### config.mk
export PLATFORM = sky130hd
export DESIGN_NAME = wp_status_ctrl
export DESIGN_NICKNAME = d
export VERILOG_FILES = /design/src/rtl/wp_pkg.sv /design/src/rtl/wp_prot_decode.sv /design/src/rtl/wp_busy_timer.sv /design/src/rtl/wp_status_ctrl.sv
export SDC_FILE = /design/constraint.sdc
export NUM_CORES = 1
export LEC_CHECK = 0
export BUFFER_PORTS_ARGS = -buffer_cell sky130_fd_sc_hd__buf_2
export CAP_MARGIN = 20
export CORE_MARGIN = 2
export CORE_UTILIZATION = 45
export CTS_CLUSTER_SIZE = 14
export DETAILED_ROUTE_END_ITERATION = 12
export HOLD_SLACK_MARGIN = 0.06
export PLACE_DENSITY = 0.72
export SYNTH_ARGS = -nofsm -noshare
export SYNTH_HDL_FRONTEND = slang
export SYNTH_SLANG_ARGS = --single-unit
### constraint.sdc
create_clock -name clk_i -period 7.2 [get_ports clk_i]
set_clock_uncertainty 0.1 [all_clocks]
set_input_delay 1.44 -clock clk_i [delete_from_list [all_inputs] [get_ports clk_i]]
set_output_delay 1.44 -clock clk_i [all_outputs]
set_load 0.01 [all_outputs]
### src/rtl/wp_pkg.sv
package wp_pkg;
  typedef enum logic [2:0] {
    OP_NONE   = 3'd0,
    OP_WRSR   = 3'd1,
    OP_PROG   = 3'd2,
    OP_SERASE = 3'd3,
    OP_BERASE = 3'd4,
    OP_CERASE = 3'd5
  } wp_op_e;
endpackage

### src/rtl/wp_prot_decode.sv
module wp_prot_decode #(
  parameter int BLK_IDX_W = 3
) (
  input  logic [2:0]           level_i,
  input  logic [BLK_IDX_W-1:0] blk_i,
  output logic                 prot_o
);
  localparam int NUM_BLK = 1 << BLK_IDX_W;
  localparam int CW      = BLK_IDX_W + 1;

  logic [CW-1:0] nprot;

  // number of top blocks covered by the level, clamped to the array size
  always_comb begin
    unique case (level_i)
      3'd0:    nprot = '0;
      3'd1:    nprot = CW'(1);
      3'd2:    nprot = CW'(2);
      3'd3:    nprot = CW'(4);
      default: nprot = CW'(NUM_BLK);
    endcase
    if (nprot > CW'(NUM_BLK)) nprot = CW'(NUM_BLK);
  end

  assign prot_o = ({1'b0, blk_i} + nprot) >= CW'(NUM_BLK);
endmodule

### src/rtl/wp_busy_timer.sv
module wp_busy_timer #(
  parameter int CNT_W = 8
) (
  input  logic             clk_i,
  input  logic             rst_ni,
  input  logic             start_i,
  input  logic [CNT_W-1:0] load_i,
  output logic             busy_o,
  output logic             done_o
);
  logic [CNT_W-1:0] cnt_q;
  logic             busy_q;

  always_ff @(posedge clk_i or negedge rst_ni) begin
    if (!rst_ni) begin
      cnt_q  <= '0;
      busy_q <= 1'b0;
    end else if (start_i) begin
      cnt_q  <= load_i;
      busy_q <= 1'b1;
    end else if (busy_q) begin
      if (cnt_q <= CNT_W'(1)) busy_q <= 1'b0;
      else                    cnt_q  <= cnt_q - CNT_W'(1);
    end
  end

  assign busy_o = busy_q;
  assign done_o = busy_q && (cnt_q <= CNT_W'(1));
endmodule

### src/rtl/wp_status_ctrl.sv
module wp_status_ctrl
  import wp_pkg::*;
#(
  parameter int ADDR_W = 19,
  parameter int BLK_W  = 16,
  parameter int T_WRSR = 200,
  parameter int T_PP   = 100,
  parameter int T_SE   = 400,
  parameter int T_BE   = 800,
  parameter int T_CE   = 1600
) (
  input  logic              clk_i,
  input  logic              rst_ni,
  input  logic              wren_i,
  input  logic              wrdi_i,
  input  logic              wrsr_i,
  input  logic [7:0]        wrsr_data_i,
  input  logic              prog_i,
  input  logic              sec_erase_i,
  input  logic              blk_erase_i,
  input  logic              chip_erase_i,
  input  logic [ADDR_W-1:0] addr_i,
  output logic [7:0]        status_o,
  output logic              grant_o,
  output logic [2:0]        grant_op_o
);
  localparam int BLK_IDX_W = ADDR_W - BLK_W;
  localparam int MAX_A = (T_WRSR > T_PP) ? T_WRSR : T_PP;
  localparam int MAX_B = (T_SE > T_BE) ? T_SE : T_BE;
  localparam int MAX_C = (MAX_A > MAX_B) ? MAX_A : MAX_B;
  localparam int MAX_T = (MAX_C > T_CE) ? MAX_C : T_CE;
  localparam int CNT_W = $clog2(MAX_T + 1);

  logic       srwd_q, wel_q, pend_vld_q, grant_q;
  logic [2:0] bp_q;
  logic [3:0] pend_q;
  wp_op_e     grant_op_q, sel_op;
  logic       ok, accept, prot, busy, done;
  logic [CNT_W-1:0] load_val;

  logic unused_in;
  assign unused_in = ^{addr_i[BLK_W-1:0], wrsr_data_i[6:5], wrsr_data_i[1:0]};

  wp_prot_decode #(.BLK_IDX_W(BLK_IDX_W)) u_decode (
    .level_i (bp_q),
    .blk_i   (addr_i[ADDR_W-1:BLK_W]),
    .prot_o  (prot)
  );

  wp_busy_timer #(.CNT_W(CNT_W)) u_timer (
    .clk_i   (clk_i),
    .rst_ni  (rst_ni),
    .start_i (accept),
    .load_i  (load_val),
    .busy_o  (busy),
    .done_o  (done)
  );

  // strobes are expected one-hot; the order below only settles overlap
  always_comb begin
    if (chip_erase_i)     sel_op = OP_CERASE;
    else if (blk_erase_i) sel_op = OP_BERASE;
    else if (sec_erase_i) sel_op = OP_SERASE;
    else if (prog_i)      sel_op = OP_PROG;
    else if (wrsr_i)      sel_op = OP_WRSR;
    else                  sel_op = OP_NONE;

    unique case (sel_op)
      OP_WRSR:                     ok = !srwd_q;
      OP_PROG, OP_SERASE, OP_BERASE: ok = !prot;
      OP_CERASE:                   ok = (bp_q == 3'd0);
      default:                     ok = 1'b0;
    endcase

    unique case (sel_op)
      OP_WRSR:   load_val = CNT_W'(T_WRSR);
      OP_PROG:   load_val = CNT_W'(T_PP);
      OP_SERASE: load_val = CNT_W'(T_SE);
      OP_BERASE: load_val = CNT_W'(T_BE);
      OP_CERASE: load_val = CNT_W'(T_CE);
      default:   load_val = '0;
    endcase

    accept = (sel_op != OP_NONE) && wel_q && !busy && ok;
  end

  always_ff @(posedge clk_i or negedge rst_ni) begin
    if (!rst_ni) begin
      srwd_q     <= 1'b0;
      bp_q       <= 3'd0;
      wel_q      <= 1'b0;
      pend_q     <= 4'd0;
      pend_vld_q <= 1'b0;
      grant_q    <= 1'b0;
      grant_op_q <= OP_NONE;
    end else begin
      grant_q    <= accept;
      grant_op_q <= accept ? sel_op : OP_NONE;
      if (done) begin
        wel_q <= 1'b0;
        if (pend_vld_q) begin
          srwd_q     <= pend_q[3];
          bp_q       <= pend_q[2:0];
          pend_vld_q <= 1'b0;
        end
      end else if (!busy && !accept) begin
        if (wren_i)      wel_q <= 1'b1;
        else if (wrdi_i) wel_q <= 1'b0;
      end
      if (accept && sel_op == OP_WRSR) begin
        pend_q     <= {wrsr_data_i[7], wrsr_data_i[4:2]};
        pend_vld_q <= 1'b1;
      end
    end
  end

  assign status_o   = {srwd_q, 2'b00, bp_q, wel_q, busy};
  assign grant_o    = grant_q;
  assign grant_op_o = grant_op_q;
endmodule

==> qor.yml <==
timing:
  timing.fmax_mhz: 272.4
  period_needed_ns: 3.671
  setup_viol: 0
  slew_headroom_pct: 30.44
  period_share_pct: 50.99
  layout_setup_ws_ns: 3.529
  fin_tns_setup_ns: 0
  report.final.hold_viol_count: 0
  rsz0062_at_grt: "false"
  drv_slew: 0
  worst_pin_slew_ns: 1.037
drt:
  final_antenna_net_count: 0
  wl_mm: 2.921
  routed_via_density: 5.449
  firstDrtPassIters: 4
  vias: 1166
  drc: 0
  drtIter0Drc: 22
  routedWlPerCell_um: 13.65
global_route:
  grt_usage_pct: 17.47
  grt_pass1_vias: 1116
  grt_max_degree: 27
  antenna_found_initial: 0
  grt_pass1_wl_mm: 4.885
  grt-ovfl-total: 0
floorplan:
  design.core.area_um2: 3284
  placementRows: 21
  die_h_um: 61.88
  io_pins: 48
  die-area_um2: 3829
  start_util_pct: 45.90
  die_w_um: 61.88
power_and_ir_drop:
  p_int_mw: 0.1834
  p_leak_nw: 0.8099
  powerDensity_nw_per_um2: 142.7
  p_sw_share_pct: 22.74
  seqPwrFrac_pct: 61.8
  pwr-share-clk_pct: 31.9
  switchingPower_mw: 0.05396
  combPwrFrac_pct: 6.3
  ir_drop_uv: 83.88
clock_network:
  holdBufCountCts: 0
  path_clk_slew_ns: 0.14
  insertion_delay_ns: 0.33
  cts_buffer_depth: 2
  clockRootBuffer: "clkbuf_4"
  cts_buffers: 3
  htree_levels: 1
  cts_tree: "done"
  numClockSinks: 26
  cts_post_setup_buffers_inserted: 0
  ctsResizeCount: 0
worst_setup_path:
  r2r_cells: 8
  path_max_fanout: 14
  critical_path_class: "primary input to register"
  r2r_setup_slack_ns: 4.06
  max_stage_delay_ns: 0.90
  path_cells: "buf_2, ha_1, a21oi_1, a2111oi_2, o31ai_2, or3_1, mux2_4"
  r2r-start: "bp_q[2]"
  slowest_stage: "o31ai_2"
  r2r-end: "pend_q[3]"
  critPathLaunchType: "primary input"
  critPathCaptureType: "register"
  cp_data_required_time_ns: 7.33
  crit_arrival_ns: 3.80
yosys:
  ys_seq_area_share_pct: 43.15
  syn_area_um2: 1508
  synth-warning-count: 0
  synth_seq_cells: 26
  synthArstFlopShare_pct: 100.0
  synth_ff_type: "dfrtp_1"
  synth_edf_count: 0
  syn_avg_cell_area_um2: 10.19
  synth_cell_types: 50
  syn-instance-count: 148
finish:
  final_cell_mix: "dfrtp_1, buf_2, nand3_1"
  fillers: 302
  nNetsFinal: 210
  areaGrowthSynthToFinish_pct: 10.29
  drive_above_1_share_pct: 27.98
  antenna_cells: 0
  final_common_cell: "dfrtp_1"
placement:
  io_buffers: 25
  place_hpwl_mm: 2.173
  gp_congestion: 0.7366
  dp_slack_ns: 3.146
worst_hold_path:
  min_path_type: "register to register"
  min_path_cells: 2
  hold_path_end: "pend_vld_q"
  hp-start: "pend_vld_q"
run:
  cap_violations: 0
outcome:
  status: "complete, no violations"
## cells by family after synthesis
kind of cell | Yosys count | share of synthesized area (%)
simple gates | 56 | 20.83
compound gates | 29 | 15.85
flops | 26 | 43.15
buf+inv | 19 | 6.722
mux | 7 | 6.141
fa+ha+maj | 5 | 4.149
xor+xnor | 5 | 2.905
other cells | 1 | 0.2487
## power groups by stage
stage               clock network, mW  registers [mW]  logic [mW]
finish                         0.0756           0.147      0.0151
floorplan                           0           0.149     0.00696
global route                   0.0817           0.147      0.0172
detailed placement                  0           0.149      0.0154
CTS                            0.0765           0.147      0.0154
global placement                    0           0.149      0.0149
## state kept, by name, summed over array words and instances (netlist names)
name and count:
grant_op_o 3, grant_o 1, srwd_q 1, bp_q 3, pend_q 4, u_timer.cnt_q 11
wel_q 1, pend_vld_q 1, u_timer.busy_o 1
## Yosys cell counts, types with 3 or more instances
library cell	count	area (um2)
nor4_1	3	18.77
mux2_4	4	60.06
dfrtp_1	26	650.6
nor3_1	7	35.03
nand3_1	10	50.05
nand2_1	8	30.03
xor2_1	3	26.28
a21oi_1	4	20.02
nor2_1	9	33.78
o21ai_0	8	40.04
buf_4	5	37.54
inv_1	9	33.78
ha_1	5	62.56
## metrics by stage
stage	hold WS (ns)	std cells	utilization (%)	power [mW]	cell area (um2)
after floorplan	0.3376	149	-	0.1563	1511
after global placement	0.3519	210	49.52	0.1643	1627
final	0.3897	214	50.63	0.2373	1663
after detailed placement	0.3634	210	49.52	0.1648	1627
after global routing	0.4408	214	50.63	0.2457	1663
after CTS	0.3964	214	50.63	0.2386	1663
## worst max-delay path, delay by kind of cell
family | cells | cell delay, ns
AND/OR/NAND/NOR | 1 | 0.42
adder cells (fa/ha/maj) | 1 | 0.32
multiplexers | 1 | 0.33
AO/OA/AOI/OAI | 3 | 1.19
buffers and inverters | 1 | 0.10
## worst max path at each step
stage                from                to  slack [ns]
2_1_floorplan  addr_i[17]         pend_q[0]        3.80
3_3_place_gp   addr_i[18]         pend_q[1]        3.18
3_5_place_dp   addr_i[18]         pend_q[1]        3.15
4_1_cts        addr_i[18]         pend_q[3]        3.51
5_1_grt        addr_i[18]  u_timer.cnt_q[8]        3.30
6_report       addr_i[18]         pend_q[3]        3.53
## layer usage
| layer | routed length [um] | GRT usage (%) |
|---|---|---|
| met1 | 1235 | 20.50 |
| met5 | 0 | 0 |
| met3 | 77 | 2.484 |
| met4 | 49 | 6.687 |
| met2 | 1559 | 32.03 |
## layout make-up
type,count,area [um2],share of cell area [%]
Multi-Input combinational cell,104,759.5,45.67
Sequential cell,26,650.6,39.13
Timing Repair Buffer,25,125.1,7.524
Tap cell,46,57.56,3.461
Clock buffer,4,36.28,2.182
Inverter,9,33.78,2.032
No activity file was read; power rests on OpenSTA's default activity.
